`src/rtl/snd_dsp_pkg.sv`:
```
// Shared constants and helpers for the sound DSP command processor.
// Assumes byte-wide host traffic and 16-bit rate values.
package snd_dsp_pkg;
    localparam logic [7:0] OP_RATE  = 8'h40;
    localparam logic [7:0] OP_PLAY8 = 8'h14;
    localparam logic [7:0] OP_HALT  = 8'hD0;
    localparam logic [7:0] OP_IDENT = 8'hE0;
    localparam logic [7:0] OP_IRQ   = 8'hF2;

    localparam logic [3:0] OFS_RESET = 4'h6;
    localparam logic [3:0] OFS_RDATA = 4'hA;
    localparam logic [3:0] OFS_WDATA = 4'hC;
    localparam logic [3:0] OFS_STAT  = 4'hE;

    // Number of parameter bytes following a command byte.
    function automatic logic [1:0] param_len(input logic [7:0] op);
        if (op == OP_RATE || op == OP_IDENT) return 2'd1;
        if (op == OP_PLAY8)                  return 2'd2;
        if (op >= 8'hB0 && op <= 8'hCF)      return 2'd3;
        return 2'd0;
    endfunction

    // True for the generic playback command range.
    function automatic logic is_generic(input logic [7:0] op);
        return (op[7:4] == 4'hB) || (op[7:4] == 4'hC);
    endfunction

    // Round a raw quotient to the nearest standard rate.
    function automatic logic [15:0] snap_rate(input logic [19:0] q);
        if (q > 20'd46050) return 16'd48000;
        if (q > 20'd38050) return 16'd44100;
        if (q > 20'd28000) return 16'd32000;
        if (q > 20'd23025) return 16'd24000;
        if (q > 20'd19025) return 16'd22050;
        if (q > 20'd14000) return 16'd16000;
        if (q > 20'd11512) return 16'd12000;
        if (q > 20'd9512)  return 16'd11025;
        return 16'd8000;
    endfunction

    // True when r is one of the nine standard rates.
    function automatic logic is_std_rate(input logic [15:0] r);
        return r == 16'd8000  || r == 16'd11025 || r == 16'd12000 ||
               r == 16'd16000 || r == 16'd22050 || r == 16'd24000 ||
               r == 16'd32000 || r == 16'd44100 || r == 16'd48000;
    endfunction
endpackage

```
`src/rtl/dsp_outbuf.sv`:
```
// Reply byte stack (LIFO). Pop returns the newest byte; on empty the
// bottom slot is returned again. Pushes beyond DEPTH are dropped.
// Assumes a pop and a push in one cycle act pop-first.
module dsp_outbuf #(
    parameter int DEPTH = 10,
    parameter int DW = 8,
    parameter logic [7:0] SEED = 8'hAA
) (
    input  logic          clk,
    input  logic          rst_n,
    input  logic          clr,
    input  logic          push,
    input  logic [DW-1:0] push_data,
    input  logic          pop,
    output logic [DW-1:0] top,
    output logic          nonempty
);
    localparam int CW = $clog2(DEPTH + 1);
    localparam int AW = (DEPTH > 1) ? $clog2(DEPTH) : 1;

    logic [DW-1:0] mem [DEPTH];
    logic [CW-1:0] cnt, after_pop;

    // Level after an optional pop, base for a push.
    always_comb after_pop = (pop && cnt != '0) ? cnt - 1'b1 : cnt;

    assign top      = (cnt != '0) ? mem[AW'(cnt - 1'b1)] : mem[0];
    assign nonempty = (cnt != '0);

    // Stack storage and level update.
    always_ff @(posedge clk) begin
        if (!rst_n || clr) begin
            for (int i = 0; i < DEPTH; i++) mem[i] <= '0;
            mem[0] <= DW'(SEED);
            cnt    <= CW'(1);
        end else if (push && after_pop < CW'(DEPTH)) begin
            mem[AW'(after_pop)] <= push_data;
            cnt                 <= after_pop + 1'b1;
        end else begin
            cnt <= after_pop;
        end
    end


    no_overflow_chk: assert property (@(posedge clk) disable iff (!rst_n)
        cnt <= CW'(DEPTH));

    clr_seed_chk: assert property (@(posedge clk) disable iff (!rst_n)
        clr |=> (nonempty && top == DW'(SEED)));
endmodule

```
`src/rtl/dsp_rate_div.sv`:
```
// Serial restoring divider: DIVIDEND / (256 - tc), one quotient bit per
// cycle, then one cycle to round to a standard rate. Assumes start is
// only pulsed while busy is low.
module dsp_rate_div #(
    parameter int QW = 20,
    parameter int DVW = 9,
    parameter int DIVIDEND = 1000000
) (
    input  logic        clk,
    input  logic        rst_n,
    input  logic        start,
    input  logic [7:0]  tc,
    output logic        busy,
    output logic [15:0] rate
);
    import snd_dsp_pkg::*;
    localparam int CW = $clog2(QW + 1);

    typedef enum logic [1:0] {S_IDLE, S_RUN, S_SNAP} div_state_e;
    div_state_e     st;
    logic [CW-1:0]  iter;
    logic [DVW-1:0] rem, dvs;
    logic [QW-1:0]  quo;
    logic [DVW:0]   trial;
    logic           fits;

    // One restoring step: shift in next dividend bit and compare.
    always_comb begin
        trial = {rem, quo[QW-1]};
        fits  = trial >= {1'b0, dvs};
    end

    assign busy = (st != S_IDLE);

    // Division sequencer and rate register.
    always_ff @(posedge clk) begin
        if (!rst_n) begin
            st   <= S_IDLE;
            iter <= '0;
            rem  <= '0;
            dvs  <= '0;
            quo  <= '0;
            rate <= 16'd22050;
        end else begin
            case (st)
                S_IDLE: if (start) begin
                    st   <= S_RUN;
                    iter <= CW'(QW);
                    rem  <= '0;
                    quo  <= QW'(DIVIDEND);
                    dvs  <= DVW'(256) - DVW'(tc);
                end
                S_RUN: begin
                    rem  <= fits ? DVW'(trial - {1'b0, dvs}) : DVW'(trial);
                    quo  <= {quo[QW-2:0], fits};
                    iter <= iter - 1'b1;
                    if (iter == CW'(1)) st <= S_SNAP;
                end
                default: begin
                    rate <= snap_rate(quo);
                    st   <= S_IDLE;
                end
            endcase
        end
    end


    std_rate_chk: assert property (@(posedge clk) disable iff (!rst_n)
        is_std_rate(rate));

    start_busy_chk: assert property (@(posedge clk) disable iff (!rst_n)
        (start && !busy) |=> busy);
endmodule

```
`src/rtl/dsp_playback.sv`:
```
// Playback sample counter: holds a request while samples remain, takes one
// per acknowledge, pulses done on the last one. Start overrides a run.
module dsp_playback #(
    parameter int CNT_W = 17
) (
    input  logic             clk,
    input  logic             rst_n,
    input  logic             start,
    input  logic [CNT_W-1:0] start_cnt,
    input  logic             halt,
    input  logic             ack,
    output logic             req,
    output logic             done
);
    logic [CNT_W-1:0] remain;
    logic             playing;

    assign req  = playing;
    assign done = playing && ack && remain == CNT_W'(1) && !start && !halt;

    // Remaining-count register and run flag.
    always_ff @(posedge clk) begin
        if (!rst_n) begin
            playing <= 1'b0;
            remain  <= '0;
        end else if (start) begin
            playing <= 1'b1;
            remain  <= start_cnt;
        end else if (halt) begin
            playing <= 1'b0;
            remain  <= '0;
        end else if (playing && ack) begin
            remain  <= remain - 1'b1;
            if (remain == CNT_W'(1)) playing <= 1'b0;
        end
    end


    no_empty_req_chk: assert property (@(posedge clk) disable iff (!rst_n)
        req |-> remain != '0);

    halt_stop_chk: assert property (@(posedge clk) disable iff (!rst_n)
        (halt && !start) |=> !req);
endmodule

```
`src/rtl/snd_dsp_cmd.sv`:
```
// Host command processor of a simple sound DSP. Collects a command byte
// and its parameters, parks the finished command in a one-entry slot and
// runs it once the rate divider is idle. Assumes one host access per cycle.
module snd_dsp_cmd #(
    parameter int OUT_DEPTH = 10,
    parameter int CNT_W = 17
) (
    input  logic        clk,
    input  logic        rst_n,
    input  logic        host_wr,
    input  logic        host_rd,
    input  logic [3:0]  host_addr,
    input  logic [7:0]  host_wdata,
    output logic [7:0]  host_rdata,
    output logic        dma_req,
    input  logic        dma_ack,
    output logic        irq,
    output logic [15:0] rate_hz,
    output logic        busy
);
    import snd_dsp_pkg::*;

    logic       port_rst, data_wr, pop, stat_rd;
    logic       have_cmd, cmd_done, slot_free;
    logic [1:0] need, got;
    logic [7:0] cur_cmd, par0, par1, done_cmd;
    logic       ex_vld, ex_fire;
    logic [7:0] ex_cmd, ex_p0, ex_p1, ex_last;
    logic       div_busy, div_start, pb_start, pb_halt, pb_done, push;
    logic [CNT_W-1:0] pb_cnt;
    logic [7:0] ob_top;
    logic       ob_nonempty;

    assign port_rst = host_wr && host_addr == OFS_RESET;
    assign data_wr  = host_wr && host_addr == OFS_WDATA;
    assign pop      = host_rd && host_addr == OFS_RDATA;
    assign stat_rd  = host_rd && host_addr == OFS_STAT;
    assign ex_fire  = ex_vld && !div_busy;
    assign slot_free = !ex_vld || ex_fire;
    assign busy     = ex_vld || div_busy;

    // Detect the byte that completes a command.
    always_comb begin
        cmd_done = 1'b0;
        done_cmd = cur_cmd;
        if (data_wr) begin
            if (!have_cmd) begin
                cmd_done = (param_len(host_wdata) == 2'd0);
                done_cmd = host_wdata;
            end else begin
                cmd_done = ({1'b0, got} + 3'd1) == {1'b0, need};
            end
        end
    end

    // Byte collector and one-entry execution slot.
    always_ff @(posedge clk) begin
        if (!rst_n || port_rst) begin
            have_cmd <= 1'b0; need <= '0; got <= '0;
            cur_cmd <= '0; par0 <= '0; par1 <= '0;
            ex_vld <= 1'b0; ex_cmd <= '0; ex_p0 <= '0; ex_p1 <= '0; ex_last <= '0;
        end else begin
            if (ex_fire) ex_vld <= 1'b0;
            if (data_wr) begin
                if (!have_cmd) begin
                    if (!cmd_done) begin
                        have_cmd <= 1'b1;
                        cur_cmd  <= host_wdata;
                        need     <= param_len(host_wdata);
                        got      <= '0;
                    end
                end else if (cmd_done) begin
                    have_cmd <= 1'b0;
                end else begin
                    if (got == 2'd0) par0 <= host_wdata;
                    else             par1 <= host_wdata;
                    got <= got + 1'b1;
                end
            end
            if (cmd_done && slot_free) begin
                ex_vld  <= 1'b1;
                ex_cmd  <= done_cmd;
                ex_p0   <= have_cmd ? par0 : 8'h00;
                ex_p1   <= have_cmd ? par1 : 8'h00;
                ex_last <= host_wdata;
            end
        end
    end

    // Decode the parked command when it fires.
    always_comb begin
        div_start = ex_fire && ex_cmd == OP_RATE;
        pb_halt   = ex_fire && ex_cmd == OP_HALT;
        push      = ex_fire && ex_cmd == OP_IDENT;
        pb_start  = ex_fire && (ex_cmd == OP_PLAY8 || is_generic(ex_cmd));
        pb_cnt    = (ex_cmd == OP_PLAY8) ? CNT_W'({ex_last, ex_p0}) + 1'b1
                                         : CNT_W'({ex_last, ex_p1}) + 1'b1;
    end

    // Interrupt flag: set by command or end of playback, cleared by status read.
    always_ff @(posedge clk) begin
        if (!rst_n)                                  irq <= 1'b0;
        else if ((ex_fire && ex_cmd == OP_IRQ) || pb_done) irq <= 1'b1;
        else if (stat_rd)                            irq <= 1'b0;
    end

    // Host read multiplexer.
    always_comb begin
        host_rdata = 8'h00;
        if (host_rd) begin
            case (host_addr)
                OFS_RDATA: host_rdata = ob_top;
                OFS_STAT:  host_rdata = {ob_nonempty, 7'b0};
                default:   host_rdata = 8'h00;
            endcase
        end
    end

    dsp_outbuf #(.DEPTH(OUT_DEPTH), .DW(8), .SEED(8'hAA)) outbuf_i (
        .clk(clk), .rst_n(rst_n), .clr(port_rst), .push(push),
        .push_data(~ex_last), .pop(pop), .top(ob_top), .nonempty(ob_nonempty)
    );

    dsp_rate_div #(.QW(20), .DVW(9), .DIVIDEND(1000000)) div_i (
        .clk(clk), .rst_n(rst_n), .start(div_start), .tc(ex_last),
        .busy(div_busy), .rate(rate_hz)
    );

    dsp_playback #(.CNT_W(CNT_W)) pb_i (
        .clk(clk), .rst_n(rst_n), .start(pb_start), .start_cnt(pb_cnt),
        .halt(pb_halt), .ack(dma_ack), .req(dma_req), .done(pb_done)
    );


    irq_cause_chk: assert property (@(posedge clk) disable iff (!rst_n)
        $rose(irq) |-> ($past(ex_vld) || $past(dma_req)));

    wstat_zero_chk: assert property (@(posedge clk) disable iff (!rst_n)
        (host_rd && host_addr == OFS_WDATA) |-> host_rdata == 8'h00);

    slot_hold_chk: assert property (@(posedge clk) disable iff (!rst_n)
        (ex_vld && div_busy && !port_rst) |=> ex_vld);

    end_irq_chk: assert property (@(posedge clk) disable iff (!rst_n)
        pb_done |=> (irq && !dma_req));
endmodule

```
`config.mk`:
```
export PLATFORM = sky130hd
export DESIGN_NAME = snd_dsp_cmd
export DESIGN_NICKNAME = d
export VERILOG_FILES = /design/src/rtl/snd_dsp_pkg.sv /design/src/rtl/dsp_outbuf.sv /design/src/rtl/dsp_rate_div.sv /design/src/rtl/dsp_playback.sv /design/src/rtl/snd_dsp_cmd.sv
export SDC_FILE = /design/constraint.sdc
export NUM_CORES = 1
export LEC_CHECK = 0
export BUFFER_PORTS_ARGS = -buffer_cell sky130_fd_sc_hd__buf_4
export CAP_MARGIN = 40
export CORE_ASPECT_RATIO = 0.75
export CORE_UTILIZATION = 60
export CTS_BUF_LIST = sky130_fd_sc_hd__clkbuf_16
export CTS_CLUSTER_DIAMETER = 200
export DETAILED_ROUTE_END_ITERATION = 8
export GPL_ROUTABILITY_DRIVEN = 0
export PLACE_DENSITY = 0.77
export SETUP_SLACK_MARGIN = 0.4
export SYNTH_ARGS = -nofsm -noshare
export SYNTH_HDL_FRONTEND = slang
export SYNTH_SLANG_ARGS = --single-unit
export TNS_END_PERCENT = 100
```
`constraint.sdc`:
```
create_clock -name clk -period 4 [get_ports clk]
set_clock_uncertainty 0.1 [all_clocks]
set_input_delay 1.2 -clock clk [delete_from_list [all_inputs] [get_ports clk]]
set_output_delay 1.2 -clock clk [all_outputs]
set_load 0.005 [all_outputs]
```
==> results of run 1 <==
synthesized netlist by cell type (all sizes together), types with 3 or more instances:
master   number
dfxtp       152
nor2        138
edfxtp      120
nand2       114
o21ai        77
clkbuf       64
a21oi        51
inv          47
nand3        46
mux2i        41
mux4         39
nand4        35
nor3         27
xnor2        27
buf          22
xor2         21
ha           20
a31oi        18
nand2b       17
nor2b        17
and2         16
o22ai        15
a211oi       13
nor4         13
a21boi       12
a22o         11
and3         11
or3           9
or4           9
nand4b        7
o31ai         7
nor3b         6
a2111oi       5
a21o          5
o211ai        5
nor4b         4
nor4bb        4
o21a          4
o31a          4
or2           4
or3b          4
a221oi        3
a311oi        3
and4          3
per-stage QoR:
step | area [um2] | setup WS [ns] | cells | util (%)
6_report | 15300 | -0.0378 | 1685 | 71.1
5_1_grt | 15300 | -0.0890 | 1685 | 71.1
4_1_cts | 15200 | 0.0211 | 1683 | 70.9
3_5_place_dp | 14100 | 0.304 | 1622 | 65.8
3_3_place_gp | 14100 | 0.365 | 1621 | 65.7
2_1_floorplan | 13500 | 0.410 | 1350 | -
sequential cells by signal (all words and copies together) (netlist names):
register and flops:
pb_i.req 1, div_i.rem 9, cur_cmd 8, got 2, ex_vld 1, par1 8, outbuf_i.cnt 4, ex_cmd 8
div_i.quo 20, div_i.iter 5, need 2, outbuf_i.mem 128, have_cmd 1, ex_p0 8, div_i.rate 14, ex_p1 8
irq 1, par0 8, ex_last 8, div_i.st 2, pb_i.remain 17, div_i.dvs 9
critical path, stage by stage (launching register included):
cell and delay [ns]:
dfxtp_2 0.34, inv_2 0.06, ha_4 0.35, buf_12 0.14
buf_16 0.13, mux4_2 0.31, mux4_2 0.47, mux2i_1 0.18
nor2_1 0.07, buf_4 0.14
area by class of cell:
| class | instances | area share, % |
|---|---|---|
| multi-input combinational | 946 | 42.0 |
| timing repair buffer | 82 | 5.14 |
| tap | 288 | 2.36 |
| inverter | 47 | 1.17 |
| clock buffer | 29 | 4.75 |
| sequential | 272 | 43.6 |
| clock inverter | 21 | 0.967 |
what timing repair did:
item	CTS	global route
setup endpoints to repair	8	8
cloned	5	1
pin swaps	5	9
setup buffers	6	1
resized for setup	18	0
how the worst max path moves through the flow:
stage	to	depth (start not counted)	slack [ns]	startpoint
after floorplan	outbuf_i.mem[5][0]	7	0.41	host_addr[0]
after global placement	host_rdata[7]	10	0.37	outbuf_i.cnt[0]
after detailed placement	outbuf_i.mem[7][4]	7	0.30	host_addr[0]
after CTS	host_rdata[5]	9	0.02	outbuf_i.cnt[0]
after global routing	host_rdata[3]	9	-0.09	outbuf_i.cnt[0]
final	host_rdata[3]	9	-0.04	outbuf_i.cnt[1]
cells by family after synthesis:
family / after synthesis / synth area share [%]
AND/OR/NAND/NOR: 491 / 18.8
XOR/XNOR: 48 / 3.21
multiplexers: 82 / 9.85
buffers and inverters: 133 / 4.06
other: 1 / 0.0281
adder cells (fa/ha/maj): 22 / 2.10
AO/OA/AOI/OAI: 253 / 12.2
flip-flops: 272 / 49.8
routing by layer:
layer / share of wire, % / global-route usage, % / vias to the layer above
li1: - / - / 4904
met1: 45 / 44.1 / 5016
met2: 44 / 42.1 / 477
met3: 9.7 / 6.22 / 60
met4: 1.8 / 6.04 / 2
met5: 0.030 / 0 / -
report_power, final:
part | internal, W | total (W) | switching [W]
sequential | 0.00294 | 0.00297 | 0.0000245
clock | 0.00143 | 0.00250 | 0.00107
combinational | 0.0000925 | 0.000232 | 0.000140
total | 0.00447 | 0.00570 | 0.00123
==> flow_metrics.tcl, run 1 <==
set metrics [dict create \
    outcome "finished, violations left" \
    violations "negative setup slack" \
    worstSetupEndpointType "output port" \
    die_area_um2 22900 \
    synth.top_cell.area_share_pct 27.0 \
    synth-main-ff-cell "dfxtp_1" \
    drc 0 \
    hold_class "reg -> reg" \
    wl_per_cell_um 19.7 \
    synth_warnings 0 \
    post-dp-hpwl_mm 21.5 \
    whs_endpoint "div_i.rate[1]" \
    syn-instance-count 1302 \
    worst_pin_slew_ns 0.853 \
    drt_first_pass_iters 6 \
    p_leak_nw 5.76 \
    die-width_um 174 \
    drive_gt1_share_pct 14.2 \
    grt_pass1_wl_mm 52.6 \
    postSynth.asyncResetShare_pct 0 \
    r2r_slack_ns 0.96 \
    layout_setup_ws_ns -0.0378 \
    ys_ff_latch 272 \
    num_vias 10500 \
    mostFrequentLayoutCell "dfxtp_1" \
    hold_slack_ns 0.353 \
    first_iter_violations 1309 \
    clk_pin_slew_ns 0.07 \
    fp-row-count 46 \
    grt-ovfl-total 0 \
    hp-start "div_i.rate[1]" \
    p_per_area_nw_per_um2 373 \
    required_ns 2.70 \
    hold_viol 0 \
    viasPerCell 6.21 \
    syn_area_um2 13300 \
    syn_to_final_growth_pct 14.4 \
    whs_path_depth 1 \
    fmax_mhz 248 \
    irDropWorstVdd_mv 0.331 \
    multi_input_area_um2 6410 \
    setup_viol 4 \
    nNetsFinal 1414 \
    synth_cell_types 88 \
    register_area_um2 6650 \
    slew_headroom_pct 43.2 \
    wirelength_mm 33.2 \
    grt_pass1_vias 9556 \
    finalSetupTns_ns -0.0792 \
    h-tree-depth 1 \
    ios 44 \
    timing.final.crit_share_pct 101 \
    numPortBuffers 42 \
    final_cell_mix "150 x dfxtp_1, 138 x nor2_1, 120 x edfxtp_1" \
    crit_fanout 8 \
    postCtsHoldBufs 0 \
    post-synth-top-area-cell "edfxtp_1" \
    antenna_found_initial 1 \
    die_y_um 131 \
    crit_type "reg -> out" \
    yosys-top-cells-area "edfxtp_1 27%, dfxtp_1 23%, mux4_2 6.6%" \
    synth_edf_count 120 \
    clockBufferDepth 3 \
    grt_max_degree 47 \
    clk_latency_ns 0.54 \
    worstPathArrival_ns 2.74 \
    rr_worst_depth 9 \
    drtAntennaViolNets 0 \
    startpoint_type "flip-flop" \
    power.total_w 0.00570 \
    fillCellCount 1529 \
    core-area_um2 21500 \
    ys_seq_area_share_pct 49.8 \
    post-route-min-period_ns 4.04 \
    drv_cap 0 \
    initial_core_util_pct 62.2 \
    cts_buffers 27 \
    cts_tree "yes" \
    r2r-end "outbuf_i.mem[0][3]" \
    grt_usage_pct 28.9 \
    maxSlewViolCount 0 \
    syn_avg_cell_area_um2 10.3 \
    diodes 0 \
    rsz0062_at_grt "true" \
    cts-root-buf "clkbuf_16" \
    cts_sinks 272 \
    rr_startpoint "outbuf_i.cnt[0]" \
]
No activity file was read; power rests on OpenSTA's default activity.
==> inputs of run 2 (changes only) <==
Settings changed: CAP_MARGIN 40 to 5, PLACE_DENSITY 0.77 to 0.8.
==> run 2 against run 1 <==
Compared with the run above:
- the flow still finishes with violations (negative setup slack)
- total power is essentially flat
- count of clock-buffer cells in the layout is 2 lower
- setup slack improved by 0.0092 ns
- sequential share of layout area about the same
- die area did not move
- critical path depth unchanged
- global-route usage up 0.70 points
- routed wire length rose by 1.4%
- critical endpoint unchanged
==> flow_metrics.tcl, run 2 (synthesized netlist as in run 1, its figures left out) <==
set metrics [dict create \
    h-tree-depth 1 \
    crit_fanout 8 \
    cts-root-buf "clkbuf_16" \
    startpoint_type "flip-flop" \
    required_ns 2.70 \
    dpl.cell_count 1622 \
    worstSetupEndpointType "output port" \
    crit_cells 9 \
    mostFrequentLayoutCell "dfxtp_1" \
    whs_endpoint "par0[0]" \
    nNetsFinal 1418 \
    clk_latency_ns 0.54 \
    fp-row-count 46 \
    worstPathArrival_ns 2.73 \
    antenna_found_initial 0 \
    grt_pass1_wl_mm 54.4 \
    viasPerCell 6.28 \
    layout.cells.non_filler 1688 \
    p_leak_nw 5.73 \
    post-route-min-period_ns 4.03 \
    fillCellCount 1497 \
    syn_to_final_growth_pct 14.4 \
    hp-start "par0[0]" \
    numPortBuffers 42 \
    critical_path_buf_inv_count 4 \
    post-dp-hpwl_mm 21.5 \
    path_common_cell "mux4_2" \
    rsz0062_at_grt "true" \
    slowest_stage "mux4_2" \
    wirelength_mm 33.7 \
    fmax_mhz 248 \
    core-area_um2 21500 \
    clk_pin_slew_ns 0.06 \
    cts_sinks 272 \
    num_vias 10600 \
    grt-ovfl-total 0 \
    drv_cap 0 \
    cts_buffers 26 \
    layout_setup_ws_ns -0.0286 \
    r2r_slack_ns 0.64 \
    largestRegisters "outbuf_i.mem: 128 flops, div_i.quo: 20 flops, pb_i.remain: 17 flops" \
    rr_startpoint "ex_cmd[1]" \
    grt_pass1_vias 10000 \
    die_y_um 131 \
    cts_tree "yes" \
    initial_core_util_pct 62.2 \
    grt_max_degree 67 \
    final_cell_mix "150 x dfxtp_1, 138 x nor2_1, 120 x edfxtp_1" \
    hold_viol 0 \
    grt_usage_pct 29.6 \
    drc 0 \
    critical_path.max_stage_delay_ns 0.51 \
    outcome "finished, violations left" \
    clockBufferDepth 3 \
    multi_input_area_um2 6410 \
    place_area_um2 14100 \
    die-width_um 174 \
    drtAntennaViolNets 0 \
    drt_first_pass_iters 5 \
    top_register "outbuf_i.mem" \
    timing.final.crit_share_pct 101 \
    register_area_um2 6650 \
    worst_pin_slew_ns 1.13 \
    maxSlewViolCount 0 \
    final_util_pct 71.1 \
    irDropWorstVdd_mv 0.323 \
    hold_class "reg -> reg" \
    violations "negative setup slack" \
    setup_viol 3 \
    ios 44 \
    wl_per_cell_um 19.9 \
    p_per_area_nw_per_um2 373 \
    drive_gt1_share_pct 15.0 \
    crit_type "reg -> out" \
    largest_reg_flops 128 \
    first_iter_violations 1233 \
    die_area_um2 22900 \
    diodes 0 \
    design_area_um2 15300 \
    rr_worst_depth 9 \
    r2r-end "pb_i.remain[14]" \
    whs_path_depth 2 \
    crit_chain "inv_4, ha_4, buf_6, buf_12, mux4_2, mux4_2, mux2i_1, nor2_1, buf_4" \
    slew_headroom_pct 23.6 \
    cp_top_family "multiplexers" \
]
[run 2: worst max-delay path by stage]
stage | to | slack (ns) | from
after floorplan | outbuf_i.mem[5][0] | 0.41 | host_addr[0]
after global placement | outbuf_i.mem[0][6] | 0.25 | host_addr[0]
after detailed placement | outbuf_i.mem[0][4] | 0.18 | host_addr[0]
after CTS | host_rdata[3] | 0.006 | outbuf_i.cnt[0]
after global routing | host_rdata[3] | -0.10 | outbuf_i.cnt[0]
final | host_rdata[3] | -0.03 | outbuf_i.cnt[0]
[run 2: worst reg2reg max path, cell delays in order, from the launching register on]
cell	delay [ns]
dfxtp_1	0.35
or4_1	0.58
nor4_4	0.53
mux2_2	0.28
ha_1	0.29
nand4_1	0.15
mux2i_1	0.40
nand4_1	0.19
xor2_1	0.22
o22ai_1	0.11
[run 2: routing by layer]
| layer | wire length (um) | global-route usage [%] | vias to the layer above |
|---|---|---|---|
| met5 | 0 | 0 | - |
| met2 | 15100 | 45.1 | 505 |
| li1 | - | - | 4899 |
| met1 | 14900 | 44.0 | 5139 |
| met3 | 3060 | 5.41 | 64 |
| met4 | 565 | 6.63 | 0 |
[run 2: stage by stage]
| stage | hold slack (ns) | total power [W] | TNS, ns | setup slack [ns] |
|---|---|---|---|---|
| global placement | 0.338 | 0.00323 | 0 | 0.248 |
| detailed placement | 0.346 | 0.00323 | 0 | 0.184 |
| CTS | 0.358 | 0.00570 | 0 | 0.00638 |
| floorplan | 0.334 | 0.00316 | 0 | 0.410 |
| finish | 0.355 | 0.00570 | -0.0502 | -0.0286 |
| global route | 0.380 | 0.00585 | -0.738 | -0.104 |
[run 2: area by class of cell]
cell class                      instances  share of cell area, %
Inverter                               47                   1.17
Tap cell                              288                   2.36
Clock inverter                         21                   1.25
Sequential cell                       272                   43.5
Timing Repair Buffer                   88                   5.24
Multi-Input combinational cell        945                   42.0
Clock buffer                           27                   4.43
[run 2: power breakdown]
| group | leakage [nW] | internal, W | switching, W |
|---|---|---|---|
| clock network | 0.420 | 0.00142 | 0.00108 |
| logic | 2.85 | 0.0000927 | 0.000140 |
| registers | 2.47 | 0.00294 | 0.0000232 |
| total | 5.73 | 0.00446 | 0.00124 |
[run 2: timing repair]
item / in CTS / in global routing
pin swaps: 5 / 5
gates resized for setup: 16 / 4
gates cloned: 4 / 0
buffers inserted: 11 / 2
hold buffers: 0 / 0
endpoints found under the setup margin: 8 / 8
==> inputs of run 3 (changes only) <==
Settings changed: REMOVE_ABC_BUFFERS set to 1.
==> run 3 against run 2 <==
Compared with the run above:
- the flow still finishes with violations (negative setup slack)
- worst hold slack improved by 0.011 ns
- count of clock-buffer cells in the layout grew 3
- via count grew 0.26%
- largest power group unchanged
==> flow_metrics.tcl, run 3 (synthesized netlist as in run 1, its figures left out) <==
set metrics [dict create \
    mostFrequentLayoutCell "dfxtp_1" \
    antenna_found_initial 0 \
    fmax_mhz 242 \
    hp-start "par0[4]" \
    die-width_um 174 \
    timing.final.crit_share_pct 103 \
    die_y_um 131 \
    drtAntennaViolNets 0 \
    largestRegisters "outbuf_i.mem: 128 flops, div_i.quo: 20 flops, pb_i.remain: 17 flops" \
    cts-root-buf "clkbuf_16" \
    grt_max_degree 67 \
    die_area_um2 22900 \
    rr_startpoint "div_i.st[0]" \
    clockBufferDepth 3 \
    viasPerCell 6.31 \
    required_ns 2.70 \
    post-dp-hpwl_mm 21.2 \
    r2r_slack_ns 0.84 \
    worstPathArrival_ns 2.83 \
    grt_usage_pct 30.5 \
    wl_per_cell_um 20.5 \
    grt_pass1_vias 10100 \
    outcome "finished, violations left" \
    cts_tree "yes" \
    diodes 0 \
    final_cell_mix "150 x dfxtp_1, 138 x nor2_1, 120 x edfxtp_1" \
    nNetsFinal 1415 \
    drv_cap 0 \
    hold_slack_ns 0.367 \
    crit_type "reg -> out" \
    post-route-min-period_ns 4.13 \
    r2r-end "outbuf_i.mem[8][0]" \
    startpoint_type "flip-flop" \
    numPortBuffers 42 \
    drt_first_pass_iters 5 \
    num_vias 10600 \
    drc 0 \
    violations "negative setup slack" \
    crit_fanout 8 \
    h-tree-depth 1 \
    cts_sinks 272 \
    rr_worst_depth 6 \
    clk_pin_slew_ns 0.06 \
    core-area_um2 21500 \
    whs_path_depth 2 \
    preCtsSetupSlack_ns 0.154 \
    drive_gt1_share_pct 15.1 \
    cts_buffers 27 \
    grt-ovfl-total 0 \
    initial_core_util_pct 62.2 \
    maxSlewViolCount 0 \
    whs_endpoint "par0[4]" \
    rsz0062_at_grt "true" \
    worstSetupEndpointType "output port" \
    ios 44 \
    p_leak_nw 5.81 \
    fp-row-count 46 \
    setup_viol 8 \
    hold_viol 0 \
    first_iter_violations 1315 \
    syn_to_final_growth_pct 15.4 \
    clk_latency_ns 0.55 \
    slew_headroom_pct 33.1 \
    grt_pass1_wl_mm 55.3 \
    register_area_um2 6650 \
    hold_class "reg -> reg" \
    irDropWorstVdd_mv 0.359 \
    layout_setup_ws_ns -0.127 \
    worst_pin_slew_ns 0.990 \
    fillCellCount 1445 \
    p_per_area_nw_per_um2 393 \
    wirelength_mm 34.6 \
    multi_input_area_um2 6410 \
    largest_reg_flops 128 \
    top_register "outbuf_i.mem" \
]
-- run 3: cell types whose count changed in the layout (fill, tap and decap cells not counted), moves of 2 or more --
cell        previous run  this run
clkinvlp_2             4         2
clkbuf_16             27        30
inv_1                 47        45
buf_4                 78        73
bufinv_16              3         6
inv_6                  1         3
clkinv_2               4         2
inv_2                  1         5
clkinv_4               2         0
-- run 3: worst max-delay path, cell delays in order (launching register included) --
cell and delay, ns:
dfxtp_4 0.38, inv_6 0.04, ha_4 0.33, buf_12 0.12, buf_12 0.13, mux4_2 0.33, mux4_2 0.48, mux2i_1 0.22
nor2_1 0.08, buf_4 0.15
-- run 3: how the worst max path moves through the flow --
stage,slack [ns],endpoint,startpoint
floorplan,-1.26,host_rdata[0],outbuf_i.cnt[0]
global placement,0.25,host_rdata[7],outbuf_i.cnt[0]
detailed placement,0.15,host_rdata[7],outbuf_i.cnt[0]
CTS,-0.04,host_rdata[2],outbuf_i.cnt[0]
global route,-0.15,host_rdata[2],outbuf_i.cnt[0]
finish,-0.13,host_rdata[2],outbuf_i.cnt[0]
-- run 3: layer usage --
layer / share of wire [%] / up-vias / GRT usage (%)
met3: 10 / 103 / 6.92
met2: 45 / 586 / 46.4
met5: 0 / - / 0
met1: 42 / 5052 / 42.8
li1: - / 4894 / -
met4: 3.4 / 0 / 10.8
-- run 3: power by group --
group	switching (W)	total [W]	internal [W]
registers	0.0000240	0.00297	0.00294
logic	0.000146	0.000239	0.0000928
clock network	0.00111	0.00285	0.00174
total	0.00128	0.00606	0.00477
-- run 3: final cells by class --
| class | count | area share, % |
|---|---|---|
| clock inverter | 20 | 1.66 |
| clock buffer | 30 | 4.87 |
| timing repair buffer | 84 | 5.17 |
| sequential | 272 | 43.2 |
| tap | 288 | 2.34 |
| inverter | 47 | 1.18 |
| multi-input combinational | 945 | 41.6 |
-- run 3: stage by stage --
stage                     setup TNS (ns)  util, %  total power, W  cell area, um2  instances
final                             -0.556     71.8         0.00606           15400       1686
after global routing              -0.968     71.8         0.00620           15400       1686
after CTS                         -0.210     71.7         0.00606           15400       1685
after detailed placement               0     65.6         0.00323           14100       1621
after global placement                 0     65.6         0.00322           14100       1621
after floorplan                  -121.96        -         0.00314           13200       1264
-- run 3: what timing repair did --
item / 4_1_cts / 5_1_grt
setup buffers: 9 / 1
hold buffers: 0 / 0
setup endpoints to repair: 8 / 8
gates cloned: 5 / 0
gates resized for setup: 24 / 0
pin swaps: 5 / 7
